--- config.mk ---
export PLATFORM = sky130hd
export DESIGN_NAME = edge_pulse_tx
export DESIGN_NICKNAME = d
export VERILOG_FILES = /design/src/rtl/epe_pkg.sv /design/src/rtl/epe_sync.sv /design/src/rtl/epe_timer.sv /design/src/rtl/edge_pulse_tx.sv
export SDC_FILE = /design/constraint.sdc
export NUM_CORES = 1
export LEC_CHECK = 0
export BUFFER_PORTS_ARGS = -buffer_cell sky130_fd_sc_hd__buf_2
export CAP_MARGIN = 40
export CORE_AREA = 4 4 41 43
export CTS_BUF_LIST = sky130_fd_sc_hd__clkbuf_16
export DETAILED_ROUTE_END_ITERATION = 6
export DIE_AREA = 0 0 45 47
export PLACE_DENSITY = 0.56
export SYNTH_ARGS = -nofsm -noshare
export SYNTH_HDL_FRONTEND = slang
export SYNTH_HIERARCHICAL = 1
export SYNTH_SLANG_ARGS = --single-unit
export TNS_END_PERCENT = 100
--- constraint.sdc ---
create_clock -name clk_i -period 3.1 [get_ports clk_i]
set_input_delay 0.155 -clock clk_i [delete_from_list [all_inputs] [get_ports clk_i]]
set_output_delay 0.155 -clock clk_i [all_outputs]
set_load 0.005 [all_outputs]
--- src/rtl/epe_pkg.sv ---
package epe_pkg;

    // Registered state of the pulse controller
    typedef struct packed {
        logic lvl_prev;   // synchronised level seen in the previous cycle
        logic armed;      // enable was already high in the previous cycle
        logic set_p;      // set pulse output register
        logic clr_p;      // clear pulse output register
    } epe_state_t;

endpackage

--- src/rtl/epe_sync.sv ---
module epe_sync #(
    parameter int STAGES = 2
) (
    input  logic clk_i,
    input  logic rst_i,
    input  logic d_i,
    output logic q_o
);
    logic [STAGES-1:0] sh_d, sh_q;

    generate
        if (STAGES == 1) begin : g_single
            always_comb sh_d = d_i;
        end else begin : g_chain
            always_comb sh_d = {sh_q[STAGES-2:0], d_i};
        end
    endgenerate

    always_ff @(posedge clk_i) begin
        if (rst_i) sh_q <= '0;
        else       sh_q <= sh_d;
    end

    assign q_o = sh_q[STAGES-1];
endmodule

--- src/rtl/epe_timer.sv ---
module epe_timer #(
    parameter int PERIOD = 100
) (
    input  logic clk_i,
    input  logic rst_i,
    input  logic clear_i,
    output logic due_o
);
    localparam int W = (PERIOD > 2) ? $clog2(PERIOD) : 1;
    localparam logic [W-1:0] LAST_C = W'(PERIOD - 1);

    logic [W-1:0] cnt_d, cnt_q;

    always_comb begin
        cnt_d = cnt_q + 1'b1;
        if (clear_i) cnt_d = '0;
    end

    always_ff @(posedge clk_i) begin
        if (rst_i) cnt_q <= '0;
        else       cnt_q <= cnt_d;
    end

    assign due_o = (cnt_q == LAST_C);

    // the count is restarted by the controller no later than its last value
    a_r5_count_in_range: assert property (@(posedge clk_i) disable iff (rst_i)
        cnt_q <= LAST_C);

    // a clear always returns the count to zero
    a_r8_clear_restarts: assert property (@(posedge clk_i) disable iff (rst_i)
        clear_i |=> (cnt_q == '0));
endmodule

--- src/rtl/edge_pulse_tx.sv ---
module edge_pulse_tx
    import epe_pkg::*;
#(
    parameter int REFRESH_CYCLES = 100,
    parameter int SYNC_STAGES    = 2
) (
    input  logic clk_i,
    input  logic rst_i,
    input  logic enable_i,
    input  logic data_i,
    output logic set_o,
    output logic clr_o
);
    logic       lvl;
    logic       due;
    logic       tmr_clear;
    logic       is_edge;
    logic       fire;
    epe_state_t st_d, st_q;

    epe_sync #(.STAGES(SYNC_STAGES)) sync_i (
        .clk_i (clk_i),
        .rst_i (rst_i),
        .d_i   (data_i),
        .q_o   (lvl)
    );

    epe_timer #(.PERIOD(REFRESH_CYCLES)) timer_i (
        .clk_i   (clk_i),
        .rst_i   (rst_i),
        .clear_i (tmr_clear),
        .due_o   (due)
    );

    always_comb begin
        st_d          = st_q;
        st_d.set_p    = 1'b0;
        st_d.clr_p    = 1'b0;
        st_d.lvl_prev = lvl;
        is_edge       = (lvl != st_q.lvl_prev);
        fire          = 1'b0;
        tmr_clear     = 1'b1;
        if (!enable_i) begin
            st_d.armed = 1'b0;
        end else begin
            st_d.armed = 1'b1;
            // startup announce, then edge, then refresh; any one restarts the period
            if (!st_q.armed)  fire = 1'b1;
            else if (is_edge) fire = 1'b1;
            else if (due)     fire = 1'b1;
            st_d.set_p = fire & lvl;
            st_d.clr_p = fire & ~lvl;
            tmr_clear  = fire;
        end
    end

    always_ff @(posedge clk_i) begin
        if (rst_i) st_q <= '0;
        else       st_q <= st_d;
    end

    assign set_o = st_q.set_p;
    assign clr_o = st_q.clr_p;

    a_r9_never_both: assert property (@(posedge clk_i) disable iff (rst_i)
        !(set_o && clr_o));

    a_r6_lockout_quiet: assert property (@(posedge clk_i) disable iff (rst_i)
        !enable_i |=> (!set_o && !clr_o));

    a_r1_rise_sets: assert property (@(posedge clk_i) disable iff (rst_i)
        (enable_i && $past(enable_i) && $rose(lvl)) |=> set_o);

    a_r2_fall_clears: assert property (@(posedge clk_i) disable iff (rst_i)
        (enable_i && $past(enable_i) && $fell(lvl)) |=> clr_o);

    a_r3_set_one_cycle: assert property (@(posedge clk_i) disable iff (rst_i)
        set_o |=> !set_o);

    a_r3_clr_one_cycle: assert property (@(posedge clk_i) disable iff (rst_i)
        clr_o |=> !clr_o);

    a_r7_release_announces: assert property (@(posedge clk_i) disable iff (rst_i)
        (enable_i && !$past(enable_i)) |=> (set_o || clr_o));
endmodule

Yosys cells after proc, flatten, opt, wreduce, memory -nomap -nowiden
Cells that the tools add are included.

Add/sub/neg operators: 1. Shift-type cells: 0. Div/mod/pow operators: 0. Reductions and logical operators: 2. Equality and inequality tests: 2. Bitwise operators: 4. Mux-type cells: 6. Multiply operators: 0. Order comparisons: 0.

Operators with widths (number): adder 7 x 1 -> 7 bit, second input constant (1); equality test 7 bit, second input constant (1); 2-to-1 mux 1 bit (6); OR reduction 2 bit (2); bitwise AND 1 bit (2); inverter 1 bit (2); != test 1 bit (1).

Bits in latches: 0. Memories kept: 0. Logic and storage cells: 21. Bits in writable memories: 0. Bits in read-only memories: 0. Bits in registers: 13. Input port bits: 4. Output and inout bits: 2.

Depth between registers and ports, before layout
Gate-level depths: netlist (run 1).

Depth after elaboration: 7. Gate-level depth with buffers: 8. Gate-level depth less buffers: 7.

Hierarchy
Netlist (run 1), hierarchy kept.

Modules (own cells, without submodules): epe_timer (seq. area each 140.1 µm², cells an instance 32, area each 292.8 µm², instances 1); edge_pulse_tx (seq. area each 80.1 µm², cells an instance 13, area each 152.6 µm², instances 1); epe_sync (seq. area each 40.0 µm², cells an instance 4, area each 52.6 µm², instances 1).

Worst setup path before layout (run 1)
No wires, ideal clock.

Path type: register -> register. From: register timer_i.cnt_q[0]. To: register timer_i.cnt_q[2]. Path buffers: 1. Arrival: 1.370 ns. Period minus slack after synthesis: 1.493 ns. Setup slack: 1.607 ns. Cell stages (with the launch flop): 9. Required time: 2.978 ns. Path through: dfxtp_1 ha_1 nand4bb_1 nor3b_1 nor2b_1 nand3_1 or2_2 clkbuf_1 nor2_1.

Longest elaborated chain between the ends: 7. Elaborated cells on any way between the ends: 8.

RTL lines: start, declared (RTL line epe_timer.sv:12) `logic [W-1:0] cnt_d, cnt_q;`; start signal, assigned (RTL line epe_timer.sv:21) `else cnt_q <= cnt_d;`; equality test 7 bit (RTL line epe_timer.sv:24) `assign due_o = (cnt_q == LAST_C);`; net due (RTL line edge_pulse_tx.sv:15) `logic due;`; 2-to-1 mux 1 bit (RTL line edge_pulse_tx.sv:50) `else if (due) fire = 1'b1;`; 2-to-1 mux 1 bit (RTL line edge_pulse_tx.sv:49) `else if (is_edge) fire = 1'b1;`; 2-to-1 mux 1 bit (RTL line edge_pulse_tx.sv:48) `if (!st_q.armed) fire = 1'b1;`; 2-to-1 mux 1 bit (2 in series) (RTL line edge_pulse_tx.sv:43) `if (!enable_i) begin`; net tmr_clear (RTL line edge_pulse_tx.sv:16) `logic tmr_clear;`; OR reduction 2 bit (no line).

The timed path passes the listed nets, and every way through them passes these cells. The select of a mux whose other input is x is not followed. A chain may end at the register's enable or synchronous reset.

Worst setup path in the final report (run 1)
From: register timer_i.cnt_q[0]. To: register timer_i.cnt_q[4].

Same word-level chain as after synthesis.

==> results.cfg, run 1 <==
[logic_synthesis]
avgSynthCellArea_um2 = 10.2
syn_nets = 55
ys_seq_area_share_pct = 52.3
async_reset_ff_share_pct = 0
synth.distinct_cells = 19
ys_top_cells_by_area = dfxtp_1, ha_1, nor2b_1
synth_edf_count = 0
synth-main-ff-cell = dfxtp_1
synth_top_area_cell = dfxtp_1
synth_area_um2 = 498
synth.top_cell.area_share_pct = 52.3
netlist_instances = 49
synth-seq-cells = 13
synth.most_common_cell = dfxtp_1
yosys_warnings = 6
yosys-top-cells-count = dfxtp_1, nor2_1, nor2b_1

[layout]
fin_nets = 64
area_growth_pct = 24.1
antenna_cells = 0
final_area_um2 = 618
regArea_um2 = 260
drive_above_1_share_pct = 21.1
fill_cells = 129
multiInputGateArea_um2 = 230

[worst_setup_path]
cp-end-kind = flop
start_kind = flop
worstSetupPathType = reg2reg
crit_arrival_ps = 1660
critPathMaxFanout = 7
cp.required_ps = 3220

[timing]
hold_viol = 0
clock_skew_ps = 4.28
min_period_over_period_pct = 49.6
tightest_slew_ps = 297
period_minus_slack_ps = 1540
slew_headroom_pct = 80.2
slew_viol_final = 0
max_freq_mhz = 650
rsz0062_at_grt = no
finalSetupTns_ps = 0
setup_violations = 0

[detailed_routing]
first_pass_iters = 3
dr_total_vias = 329
ant_nets = 0
wirelength_um = 746
drtIter0Drc = 6
drt-vias-per-instance = 4.57
wl_per_cell_um = 10.4
drt_drc_violations_left = 0

[clocking]
clock_path_buffers = 2
cts_buffers = 3
clk_pin_slew_ps = 50
ctsHoldBuffers = 0
cts_resized = 0
clkSinkCount = 13
htreeDepth = 1
cts_root_buf = clkbuf_16
cts_tree = built
post_cts.repair.setup_buffers = 0
clk_latency_ps = 240

[power]
power_density_nw_per_um2 = 683
finalPower_mw = 0.422
ir_worst_vdd_mv = 0.578
p_leak_nw = 0.240

[global_route]
grt_usage_pct = 8.58
grt_pass1_wl_mm = 1.26
grt_remaining_overflow = 0
antenna_found_initial = 0
grt_max_degree = 9
grt_pass1_vias = 299

[flow_run]
drv_cap = 0

[floorplan]
ios = 6
die_area_um2 = 2120
initial_core_util_pct = 38.3
num_rows = 13
die_h_um = 47
die_w_um = 45
core_area_um2 = 1300

[min_path]
min_path_type = in2reg

[placed_design]
portBuffers = 5
gp_congestion = 0.745
postPlaceCellArea_um2 = 538

[run_status]
outcome = complete, no violations
==> state kept, by name, indices dropped and copies added, names as in the netlist <==
signal / cells
st_q: 2
clr_o: 1
sync_i/sh_q: 2
timer_i/cnt_q: 7
set_o: 1
==> cell families after synthesis <==
| family | after synthesis | share of synthesized area, % |
|---|---|---|
| buffers and inverters | 2 | 1.51 |
| adders and majority gates | 2 | 5.02 |
| and+or+nand+nor | 23 | 29.1 |
| xor gates and xnor gates | 4 | 7.04 |
| DFF | 13 | 52.3 |
| AOI/OAI and AO/OA | 5 | 5.02 |
==> layout by cell type (no fill, tap or decap), drive strengths merged <==
cell type  instances
nor3b              3
nand4bb            1
inv                1
nor2               5
nand2              2
nand3              3
o21ai              2
ha                 2
or3                2
a21oi              3
dfxtp             13
buf                5
or2                1
xor2               2
clkbuf             3
clkinv             1
nand3b             1
nor2b              5
xnor2              2
==> where the power goes <==
group	switching [mW]	internal, mW	total (mW)	leakage (nW)
clock	0.0663	0.171	0.237	0.0409
combinational	0.00495	0.00649	0.0114	0.0935
sequential	0.00198	0.171	0.173	0.106
total	0.0733	0.349	0.422	0.240
==> routing by layer <==
metal	part of all wire, %	global-route usage (%)	up-vias
met4	1.5	3.51	0
met5	0	0	-
met1	50	10.2	145
met2	45	12.1	3
li1	-	-	179
met3	3.5	5.75	2
==> critical path: stages (launching register included) <==
cell and delay, ps:
dfxtp_1 370, ha_1 200, nand4bb_1 110, nor3b_1 310
nor2b_1 110, nand3_1 90, or2_2 190, nor2_1 60
==> metrics by stage <==
step	utilization [%]	setup slack, ps	std cells	hold slack [ps]
floorplan	-	1610	49	221
global placement	41.3	1590	68	372
detailed placement	41.3	1560	68	373
CTS	47.5	1550	72	126
global route	47.5	1390	72	145
finish	47.5	1560	72	125
==> path summary, 6_finish.rpt <==
check / start / end / slack (ps) / depth (start not counted)
worst min register to register: sync_i/sh_q[0] / sync_i/sh_q[1] / 460 / 1
worst min-delay path: data_i / sync_i/sh_q[0] / 120 / 2
worst max register to register: timer_i/cnt_q[0] / timer_i/cnt_q[4] / 1560 / 7
worst max-delay path: timer_i/cnt_q[0] / timer_i/cnt_q[4] / 1560 / 7
==> area by class of cell <==
cell class	count	share of cell area (%)
flip-flops and latches	13	42.1
multi-input cells	34	37.2
clock buffers	3	12.1
repair buffers	5	4.05
well taps	15	3.04
clock inverters	1	0.810
inverters	1	0.607
Power figures use the tool's default switching activity.
==> run 2, diff against run 1 <==
==> constraint.sdc (replaced) <==
create_clock -name clk_i -period 1.6 [get_ports clk_i]
set_input_delay 0.08 -clock clk_i [delete_from_list [all_inputs] [get_ports clk_i]]
set_output_delay 0.08 -clock clk_i [all_outputs]
set_load 0.005 [all_outputs]
==> run 2 against run 1 <==
Compared with the run above: clock skew is 1.3 ps lower; die area stayed put; global-route usage grew 0.32 points; fmax rose by 9.4%; critical path type unchanged; critical endpoint is now timer_i/cnt_q[5].
==> results.cfg, run 2 (same netlist as run 1, synthesis figures left out) <==
[global_route]
grt_remaining_overflow = 0
grt_pass1_wl_mm = 1.20
antenna_found_initial = 0
grt_usage_pct = 8.90
grt_pass1_vias = 290
grt_max_degree = 8

[layout]
fin_nets = 66
largest_reg_flops = 7
final_common_cell = dfxtp_1
area_growth_pct = 27.4
layout_common_cells = dfxtp_1, buf_2, nor2_1, nor2b_1
antenna_cells = 0
reg.largest.list = timer_i/cnt_q x7, st_q x2, sync_i/sh_q x2
drive_above_1_share_pct = 22.0
regMostFlops = timer_i/cnt_q

[clocking]
cts_root_buf = clkbuf_16
clk_latency_ps = 240
cts_resized = 0
cts_tree = built
clk_pin_slew_ps = 50
clkSinkCount = 13
post_cts.repair.setup_buffers = 0
clock_path_buffers = 2
htreeDepth = 1
ctsHoldBuffers = 0
cts_buffers = 3

[timing]
min_period_over_period_pct = 87.9
max_freq_mhz = 711
clock_skew_ps = 3.02
hold_viol = 0
tightest_slew_ps = 246
finalSetupTns_ps = 0
slew_viol_final = 0
slew_headroom_pct = 83.6
setup_violations = 0
period_minus_slack_ps = 1410
rsz0062_at_grt = no

[power]
sw_frac_of_total_pct = 17.8
p_seq_share_pct = 40.8
clkPwrFrac_pct = 56.2
switching_power_mw = 0.146
ir_worst_vdd_mv = 1.08
p_int_mw = 0.675
power_frac_comb_pct = 2.9
power_density_nw_per_um2 = 1290
finalPower_mw = 0.821
p_leak_nw = 0.254

[floorplan]
ios = 6
core_area_um2 = 1300
initial_core_util_pct = 38.3
num_rows = 13
die_h_um = 47
die_area_um2 = 2120
die_w_um = 45

[placed_design]
gp_congestion = 0.740
portBuffers = 5
dp_hpwl_um = 559

[detailed_routing]
drt-vias-per-instance = 4.61
wirelength_um = 747
drtIter0Drc = 2
wl_per_cell_um = 10.1
dr_total_vias = 341
drt_drc_violations_left = 0
ant_nets = 0
first_pass_iters = 4

[worst_setup_path]
worstSetupPathType = reg2reg
cp.required_ps = 1730
cp-end-kind = flop
crit_arrival_ps = 1530
critPathMaxFanout = 7
start_kind = flop

[run_status]
outcome = complete, no violations

[flow_run]
drv_cap = 0

[min_path]
min_path_type = in2reg
==> run 2: area by class of cell <==
type | instances | area, µm²
inverters | 1 | 3.75
repair buffers | 7 | 40.0
well taps | 15 | 18.8
clock inverters | 1 | 3.75
clock buffers | 3 | 75.1
fillers | 126 | 667
flip-flops and latches | 13 | 260
multi-input cells | 34 | 233
==> run 2: critical path, cell delays in order (launching register included) <==
cell,delay [ps]
dfxtp_1,350
ha_1,190
nand4bb_1,100
nor3b_1,270
nor2b_1,100
nand3_1,90
or2_4,160
a21oi_1,40
==> run 2: path summary, 6_finish.rpt <==
kind / startpoint / to / slack (ps) / cells after the start
setup / recovery: timer_i/cnt_q[1] / timer_i/cnt_q[5] / 190 / 7
hold / removal: data_i / sync_i/sh_q[0] / 60 / 2
setup reg to reg: timer_i/cnt_q[1] / timer_i/cnt_q[5] / 190 / 7
hold reg to reg: sync_i/sh_q[0] / sync_i/sh_q[1] / 440 / 1
==> run 2: power by group through the flow <==
stage	sequential, mW	combinational, mW	clock [mW]
global placement	0.341	0.0236	0
CTS	0.335	0.0238	0.472
finish	0.335	0.0239	0.462
global route	0.335	0.0269	0.483
detailed placement	0.341	0.0237	0
floorplan	0.341	0.0129	0
==> run 2: per-layer routing <==
metal  track usage (%)  vias to the layer above  share of wire (%)
met5                 0                        -                  0
met4              8.77                        0                3.7
met3              4.60                        4                4.8
met2              10.5                        6                 39
met1              11.1                      148                 53
li1                  -                      183                  -
==> run 2: metrics by stage <==
step                area, µm²  hold WS [ps]  util, %  std cells  worst slack (ps)
finish                    634          57.3     48.8         74               194
global route              634           103     48.8         74              48.1
CTS                       632          56.3     48.6         74               102
detailed placement        553           304     42.5         70               117
global placement          553           297     42.5         70               112
floorplan                 498           146        -         49               107
